## src/rtl/pata_pio_pkg.sv

```systemverilog
package pata_pio_pkg;

    // Width of the device register index
    localparam int REG_IDX_W = 3;
    // Width of one byte lane on the device data bus
    localparam int BYTE_W = 8;

    typedef enum logic [1:0] {
        ST_IDLE    = 2'd0,
        ST_SETUP   = 2'd1,
        ST_STROBE  = 2'd2,
        ST_RECOVER = 2'd3
    } pio_state_e;

    // Latched request attributes for the cycle in flight
    typedef struct packed {
        logic                 ctl;   // 1: control block (CS1), 0: command block (CS0)
        logic [REG_IDX_W-1:0] idx;   // device register index
        logic                 we;    // write cycle
        logic                 wide;  // 16-bit transfer
    } pio_cmd_t;

endpackage

```

## src/rtl/pata_timing_regs.sv

```systemverilog
module pata_timing_regs #(
    parameter int TW        = 8,
    parameter int CLK_NS    = 20,
    parameter int SETUP_NS  = 70,
    parameter int PULSE_NS  = 290,
    parameter int CYCLE_NS  = 600,
    parameter int EXTRA_SU  = 1,
    parameter int MIN_REC   = 2
) (
    input  logic          clk,
    input  logic          rst_n,
    input  logic          load,
    input  logic [TW-1:0] setup_in,
    input  logic [TW-1:0] pulse_in,
    input  logic [TW-1:0] cycle_in,
    output logic [TW:0]   eff_setup,
    output logic [TW-1:0] eff_pulse,
    output logic [TW+1:0] rec_len
);

    localparam int RST_SETUP = (SETUP_NS + CLK_NS - 1) / CLK_NS;
    localparam int RST_PULSE = (PULSE_NS + CLK_NS - 1) / CLK_NS;
    localparam int RST_CYCLE = (CYCLE_NS + CLK_NS - 1) / CLK_NS;
    localparam int SW        = TW + 2;

    logic [TW-1:0] sh_setup;
    logic [TW-1:0] sh_pulse;
    logic [TW-1:0] sh_cycle;

    always_ff @(posedge clk) begin
        if (!rst_n) begin
            sh_setup <= TW'(RST_SETUP);
            sh_pulse <= TW'(RST_PULSE);
            sh_cycle <= TW'(RST_CYCLE);
        end else if (load) begin
            sh_setup <= setup_in;
            sh_pulse <= pulse_in;
            sh_cycle <= cycle_in;
        end
    end

    logic [SW-1:0] active;
    logic [SW-1:0] floor_len;
    logic [SW-1:0] cyc_w;

    always_comb begin
        eff_setup = {1'b0, sh_setup} + (TW+1)'(EXTRA_SU);
        eff_pulse = (sh_pulse == '0) ? TW'(1) : sh_pulse;
        active    = {1'b0, eff_setup} + {2'b00, eff_pulse};
        floor_len = active + SW'(MIN_REC);
        cyc_w     = {2'b00, sh_cycle};
        if (cyc_w < floor_len) begin
            rec_len = SW'(MIN_REC);
        end else begin
            rec_len = cyc_w - active;
        end
    end

endmodule

```

## src/rtl/pata_cycle_fsm.sv

```systemverilog
module pata_cycle_fsm
    import pata_pio_pkg::*;
#(
    parameter int TW     = 8,
    parameter int DATA_W = 16
) (
    input  logic              clk,
    input  logic              rst_n,
    input  logic              start_req,
    input  logic              is_write,
    input  logic [TW:0]       eff_setup,
    input  logic [TW-1:0]     eff_pulse,
    input  logic [TW+1:0]     rec_len,
    input  logic              iordy,
    input  logic [DATA_W-1:0] dd_in,
    output logic              ready,
    output logic              done,
    output logic              cs_on,
    output logic              rd_on,
    output logic              wr_on,
    output logic              oe_on,
    output logic [DATA_W-1:0] cap_data
);

    localparam int CW = TW + 2;

    pio_state_e    state;
    pio_state_e    state_nx;
    logic [CW-1:0] cnt;
    logic [TW:0]   lat_setup;
    logic [TW-1:0] lat_pulse;
    logic [TW+1:0] lat_rec;
    logic          setup_last;
    logic          pulse_last;
    logic          rec_last;
    logic          strobe_on;

    assign setup_last = (cnt == ({1'b0, lat_setup} - CW'(1)));
    assign pulse_last = (cnt == ({2'b00, lat_pulse} - CW'(1)));
    assign rec_last   = (cnt == (lat_rec - CW'(1)));

    // State register
    always_ff @(posedge clk) begin
        if (!rst_n) begin
            state <= ST_IDLE;
        end else begin
            state <= state_nx;
        end
    end

    // Transitions: ACCEPT, SETUP_DONE, PULSE_DONE, RECOVERY_DONE
    always_comb begin
        state_nx = state;
        unique case (state)
            ST_IDLE:    if (start_req)            state_nx = ST_SETUP;
            ST_SETUP:   if (setup_last)           state_nx = ST_STROBE;
            ST_STROBE:  if (iordy && pulse_last)  state_nx = ST_RECOVER;
            ST_RECOVER: if (rec_last)             state_nx = ST_IDLE;
        endcase
    end

    // Phase counter; in the strobe it advances only on ready clocks
    always_ff @(posedge clk) begin
        if (!rst_n) begin
            cnt <= '0;
        end else if (state_nx != state) begin
            cnt <= '0;
        end else if (state == ST_STROBE) begin
            cnt <= cnt + CW'(iordy);
        end else if (state != ST_IDLE) begin
            cnt <= cnt + CW'(1);
        end
    end

    // Timing snapshot taken on ACCEPT
    always_ff @(posedge clk) begin
        if (!rst_n) begin
            lat_setup <= '0;
            lat_pulse <= '0;
            lat_rec   <= '0;
        end else if (state == ST_IDLE && start_req) begin
            lat_setup <= eff_setup;
            lat_pulse <= eff_pulse;
            lat_rec   <= rec_len;
        end
    end

    // Read word taken on the edge that ends the read strobe
    always_ff @(posedge clk) begin
        if (!rst_n) begin
            cap_data <= '0;
        end else if (state == ST_STROBE && state_nx == ST_RECOVER && !is_write) begin
            cap_data <= dd_in;
        end
    end

    // Outputs
    always_comb begin
        ready     = 1'b0;
        done      = 1'b0;
        cs_on     = 1'b0;
        strobe_on = 1'b0;
        unique case (state)
            ST_IDLE:    ready = 1'b1;
            ST_SETUP:   cs_on = (cnt != '0);
            ST_STROBE:  begin
                cs_on     = 1'b1;
                strobe_on = 1'b1;
            end
            ST_RECOVER: begin
                cs_on = !rec_last;
                done  = rec_last;
            end
        endcase
        rd_on = strobe_on && !is_write;
        wr_on = strobe_on && is_write;
        oe_on = is_write && (state != ST_IDLE);
    end


    setup_gap_chk: assert property (@(posedge clk) disable iff (!rst_n)
        (ready && start_req) |=> !strobe_on);


    stretch_hold_chk: assert property (@(posedge clk) disable iff (!rst_n)
        (state == ST_STROBE && !iordy) |=> (state == ST_STROBE));


    recov_min_chk: assert property (@(posedge clk) disable iff (!rst_n)
        $fell(strobe_on) |-> !done);


    done_single_chk: assert property (@(posedge clk) disable iff (!rst_n)
        done |=> (!done && ready));

endmodule

```

## src/rtl/pata_lane_map.sv

```systemverilog
module pata_lane_map
    import pata_pio_pkg::*;
#(
    parameter int DATA_W = 16
) (
    input  logic                 ctl,
    input  logic [REG_IDX_W-1:0] idx,
    input  logic                 wide,
    input  logic                 cs_on,
    input  logic [DATA_W-1:0]    wdata,
    input  logic [DATA_W-1:0]    cap_data,
    output logic                 cs0_n,
    output logic                 cs1_n,
    output logic [REG_IDX_W-1:0] da,
    output logic [DATA_W-1:0]    dd_out,
    output logic [DATA_W-1:0]    rdata
);

    localparam int LANES = DATA_W / BYTE_W;

    assign cs0_n = !(cs_on && !ctl);
    assign cs1_n = !(cs_on && ctl);
    assign da    = idx;

    // Byte lanes: lane 0 always carries data, upper lanes only on wide access
    for (genvar g = 0; g < LANES; g++) begin : g_lane
        if (g == 0) begin : g_low
            assign dd_out[BYTE_W-1:0] = wdata[BYTE_W-1:0];
            assign rdata[BYTE_W-1:0]  = cap_data[BYTE_W-1:0];
        end else begin : g_high
            assign dd_out[g*BYTE_W +: BYTE_W] = wide ? wdata[g*BYTE_W +: BYTE_W] : '0;
            assign rdata[g*BYTE_W +: BYTE_W]  = wide ? cap_data[g*BYTE_W +: BYTE_W] : '0;
        end
    end

endmodule

```

## src/rtl/pata_pio_engine.sv

```systemverilog
module pata_pio_engine
    import pata_pio_pkg::*;
#(
    parameter int TW       = 8,
    parameter int DATA_W   = 16,
    parameter int CLK_NS   = 20,
    parameter int SETUP_NS = 70,
    parameter int PULSE_NS = 290,
    parameter int CYCLE_NS = 600
) (
    input  logic                 clk,
    input  logic                 rst_n,
    input  logic                 req_valid,
    output logic                 req_ready,
    input  logic [REG_IDX_W+1:1] req_addr,
    input  logic                 req_we,
    input  logic                 req_wide,
    input  logic [DATA_W-1:0]    req_wdata,
    output logic                 rsp_done,
    output logic [DATA_W-1:0]    rsp_rdata,
    input  logic                 tim_load,
    input  logic [TW-1:0]        tim_setup,
    input  logic [TW-1:0]        tim_pulse,
    input  logic [TW-1:0]        tim_cycle,
    output logic                 ata_cs0_n,
    output logic                 ata_cs1_n,
    output logic [REG_IDX_W-1:0] ata_da,
    output logic                 ata_dior_n,
    output logic                 ata_diow_n,
    output logic [DATA_W-1:0]    ata_dd_out,
    output logic                 ata_dd_oe,
    input  logic [DATA_W-1:0]    ata_dd_in,
    input  logic                 ata_iordy
);

    localparam int BLK_BIT = REG_IDX_W + 1;

    logic              accept;
    pio_cmd_t          cmd_q;
    logic [DATA_W-1:0] wdata_q;
    logic [TW:0]       eff_setup;
    logic [TW-1:0]     eff_pulse;
    logic [TW+1:0]     rec_len;
    logic              cs_on;
    logic              rd_on;
    logic              wr_on;
    logic              oe_on;
    logic [DATA_W-1:0] cap_data;

    assign accept = req_valid && req_ready;

    always_ff @(posedge clk) begin
        if (!rst_n) begin
            cmd_q   <= '0;
            wdata_q <= '0;
        end else if (accept) begin
            cmd_q.ctl  <= req_addr[BLK_BIT];
            cmd_q.idx  <= req_addr[REG_IDX_W:1];
            cmd_q.we   <= req_we;
            cmd_q.wide <= req_wide;
            wdata_q    <= req_wdata;
        end
    end

    pata_timing_regs #(
        .TW       (TW),
        .CLK_NS   (CLK_NS),
        .SETUP_NS (SETUP_NS),
        .PULSE_NS (PULSE_NS),
        .CYCLE_NS (CYCLE_NS),
        .EXTRA_SU (1),
        .MIN_REC  (2)
    ) u_timing (
        .clk       (clk),
        .rst_n     (rst_n),
        .load      (tim_load),
        .setup_in  (tim_setup),
        .pulse_in  (tim_pulse),
        .cycle_in  (tim_cycle),
        .eff_setup (eff_setup),
        .eff_pulse (eff_pulse),
        .rec_len   (rec_len)
    );

    pata_cycle_fsm #(
        .TW     (TW),
        .DATA_W (DATA_W)
    ) u_fsm (
        .clk       (clk),
        .rst_n     (rst_n),
        .start_req (req_valid),
        .is_write  (cmd_q.we),
        .eff_setup (eff_setup),
        .eff_pulse (eff_pulse),
        .rec_len   (rec_len),
        .iordy     (ata_iordy),
        .dd_in     (ata_dd_in),
        .ready     (req_ready),
        .done      (rsp_done),
        .cs_on     (cs_on),
        .rd_on     (rd_on),
        .wr_on     (wr_on),
        .oe_on     (oe_on),
        .cap_data  (cap_data)
    );

    pata_lane_map #(
        .DATA_W (DATA_W)
    ) u_map (
        .ctl      (cmd_q.ctl),
        .idx      (cmd_q.idx),
        .wide     (cmd_q.wide),
        .cs_on    (cs_on),
        .wdata    (wdata_q),
        .cap_data (cap_data),
        .cs0_n    (ata_cs0_n),
        .cs1_n    (ata_cs1_n),
        .da       (ata_da),
        .dd_out   (ata_dd_out),
        .rdata    (rsp_rdata)
    );

    assign ata_dior_n = !rd_on;
    assign ata_diow_n = !wr_on;
    assign ata_dd_oe  = oe_on;


    strobe_excl_chk: assert property (@(posedge clk) disable iff (!rst_n)
        !(!ata_dior_n && !ata_diow_n));


    strobe_in_cs_chk: assert property (@(posedge clk) disable iff (!rst_n)
        (!ata_dior_n || !ata_diow_n) |-> (ata_cs0_n != ata_cs1_n));


    cs_first_chk: assert property (@(posedge clk) disable iff (!rst_n)
        accept |=> (ata_cs0_n && ata_cs1_n && !req_ready));


    wr_drive_chk: assert property (@(posedge clk) disable iff (!rst_n)
        !ata_diow_n |-> ata_dd_oe);

endmodule

```

## config.mk

```make
export PLATFORM = sky130hd
export DESIGN_NAME = pata_pio_engine
export DESIGN_NICKNAME = d
export VERILOG_FILES = /design/src/rtl/pata_pio_pkg.sv /design/src/rtl/pata_timing_regs.sv /design/src/rtl/pata_cycle_fsm.sv /design/src/rtl/pata_lane_map.sv /design/src/rtl/pata_pio_engine.sv
export SDC_FILE = /design/constraint.sdc
export NUM_CORES = 1
export LEC_CHECK = 0
export CAP_MARGIN = 30
export CORE_MARGIN = 5
export CORE_UTILIZATION = 48
export CTS_BUF_LIST = sky130_fd_sc_hd__clkbuf_16
export CTS_CLUSTER_SIZE = 25
export DETAILED_ROUTE_END_ITERATION = 6
export PLACE_DENSITY = 0.77
export SETUP_SLACK_MARGIN = 0.3
export SLEW_MARGIN = 20
export SYNTH_ARGS = -nofsm -noshare
export SYNTH_HDL_FRONTEND = slang
export SYNTH_SLANG_ARGS = --single-unit
```

## constraint.sdc

```tcl
create_clock -name clk -period 3.8 [get_ports clk]
set_clock_uncertainty 0.15 [all_clocks]
set_input_delay 0.76 -clock clk [delete_from_list [all_inputs] [get_ports clk]]
set_output_delay 0.76 -clock clk [all_outputs]
set_load 0.05 [all_outputs]
```

==> flow_summary.ini <==
[run_status]
status = finished clean

[timing]
finalCritPeriodShare = 0.958
drv_slew = 0
min_period_ns = 3.64
hold_violations = 0
tns_ns = 0
fmax_ghz = 0.275
rsz0062_at_grt = yes
relSlewSlack = 0.496
worst_pin_slew_ns = 0.756
setup_violations = 0

[floorplanning]
num_rows = 41
coreArea_um2 = 12500
io_pins = 109
die_area_um2 = 14900
start_util = 0.485
die_w_um = 122
die_h_um = 122

[yosys]
synth_flop_cell = dfxtp_1
synth_area_um2 = 6050
syn_avg_cell_area_um2 = 8.12
syn_inst = 745
synth-edff-count = 0
seq_area_frac_synth = 0.334
synth_area_leaders = dfxtp_1 33%, mux2i_1 7.0%, nand2_1 6.6%, ha_1 5.8%, xnor2_1 4.9%
post_synth_num_cell_types = 71
synth_top_area_frac = 0.334
ys_async_sr_fraction = 0
syn_nets = 843
synth_most_common_cell = nand2_1
ys.warnings.count = 0
ys_ff_latch = 101
synth.largest_area_cell = dfxtp_1
synthTopCellsByCount = 107 x nand2_1, 101 x dfxtp_1, 78 x nor2_1, 53 x a21oi_1, 42 x mux2i_1

[worst_setup_path]
crit_type = reg -> reg
crit_path_top_delay_cell = dfxtp_4
arrival_ns = 3.72
cp.required_ns = 3.88
critPathBufInv = 2
cp-start-kind = flip-flop
path_delay_family = compound AO/OA/AOI/OAI gates
cp_max_fo = 7
slowest_delay_ns = 0.38
critPathCaptureType = flip-flop
cp_cell_sequence = ha_4, xor2_2, ha_2, a211oi_2, o21bai_1, nand3b_1, and3b_2, buf_4, o2111ai_2, xnor2_1, ha_1, o21ai_2, a21oi_4, inv_4, o31a_1

[global_route]
grt_usage = 0.224
grt_pass1_wl_mm = 26.9
antenna_found_initial = 0
grt_max_degree = 52
first_global_vias = 5490
gr-total-overflow = 0

[cts]
clock_sinks = 101
clockBufferDepth = 2
root_buffer = clkbuf_16
holdBufCountCts = 0
clk_pin_slew_worst_paths_ns = 0.06
clk_latency_ns = 0.34
htree_num_levels = 3
cts_tree = done
cts_buffers = 9

[placed_design]
finalWeightedCongestion = 0.964
post-dp-hpwl_mm = 11.8
portBuffers = 108
placed_cell_area_um2 = 7220

[cells_and_area]
diodes = 0
layout.nets = 942
drive_gt1_frac = 0.169
areaGrowthSynthToFinish_pct = 34.5
final_area_um2 = 8130

[power]
max-vdd-ir-drop_mv = 0.388
leakage_nw = 3.33
powerDensity_nw_per_um2 = 390

[routing]
wire_per_inst_um = 17.0
firstDrtPassIters = 5
drt.antenna.violating_nets = 0
vias_per_cell = 5.52
drt_iter0_markers = 353
drcViolationCount = 0
vias = 5628
routed_wl_mm = 17.3

[run]
cap_violations = 0

[min_path]
hp-class = reg -> reg
==> flip-flops by register name, summed over array words and instances (netlist names) <==
register           cells
u_fsm.lat_setup        9
wdata_q               16
cmd_q                  6
u_fsm.cnt             10
u_fsm.lat_rec         10
u_timing.sh_pulse      8
u_fsm.state            2
u_fsm.cap_data        16
u_timing.sh_cycle      8
u_fsm.lat_pulse        8
u_timing.sh_setup      8
==> layer usage <==
layer,global-route usage,up-vias,part of all wire
met5,0,-,0
met4,0.0721,0,0.025
met3,0.0548,41,0.054
met2,0.384,183,0.50
met1,0.276,2682,0.42
li1,-,2722,-
==> logic make-up (layout without fill, tap and decap cells) <==
kind of cell | Yosys count | in the layout | synth area share
flops | 101 | 101 | 0.334
fa+ha+maj | 32 | 32 | 0.0695
simple gates | 289 | 289 | 0.223
xor+xnor | 61 | 61 | 0.0906
buf+inv | 94 | 196 | 0.0724
compound gates | 126 | 126 | 0.140
mux | 42 | 42 | 0.0695
==> through the flow <==
stage	util	power (mW)	setup WS, ns	cells	hold slack [ns]
after global routing	0.652	3.33	-0.0113	1019	0.326
final	0.652	3.17	0.159	1019	0.302
after floorplan	-	1.79	0.307	745	0.282
after global placement	0.579	1.99	0.123	974	0.287
after CTS	0.639	3.08	0.220	1015	0.304
after detailed placement	0.579	2.03	-0.0440	974	0.296
==> tightest hold or removal path, cell delays in order (launching register included) <==
cell	delay, ns
dfxtp_1	0.31
nand2_1	0.05
a21oi_1	0.05
==> worst paths after layout <==
| check | cells after the start | endpoint | slack (ns) | start |
|---|---|---|---|---|
| min reg2reg | 2 | wdata_q[9] | 0.30 | wdata_q[9] |
| max reg2reg | 15 | u_fsm.lat_rec[1] | 0.16 | u_timing.sh_setup[0] |
| max | 15 | u_fsm.lat_rec[1] | 0.16 | u_timing.sh_setup[0] |
| min | 2 | wdata_q[9] | 0.30 | wdata_q[9] |
==> layout make-up <==
class,instances,area (um^2)
Fill cell,980,4340
Multi-Input combinational cell,550,4020
Sequential cell,101,2050
Timing Repair Buffer,150,1440
Clock buffer,9,225
Tap cell,172,215
Inverter,32,125
Clock inverter,5,55.1
==> power breakdown <==
group / switching, mW / internal (mW)
Combinational: 0.568 / 0.539
Sequential: 0.0669 / 1.11
Clock: 0.386 / 0.500
==> cell usage in the layout, fill, tap and decap left out, drive strengths merged, types with 7 or more instances in the layout <==
| cell | n |
|---|---|
| or3 | 7 |
| and3 | 9 |
| a31oi | 8 |
| clkbuf | 9 |
| nand2 | 107 |
| buf | 45 |
| a21oi | 53 |
| o21ai | 16 |
| clkdlybuf4s50 | 105 |
| and2 | 19 |
| dfxtp | 101 |
| xnor2 | 34 |
| mux2i | 42 |
| inv | 33 |
| nor2 | 78 |
| nor3 | 17 |
| nor4 | 8 |
| nand3 | 14 |
| ha | 28 |
| xor2 | 26 |
==> repair_timing <==
action	4_1_cts	5_1_grt
endpoints found under the setup margin	13	13
setup buffers	27	4
gates resized for setup	48	30
pin swaps	27	20
No activity file was read; power rests on OpenSTA's default activity.
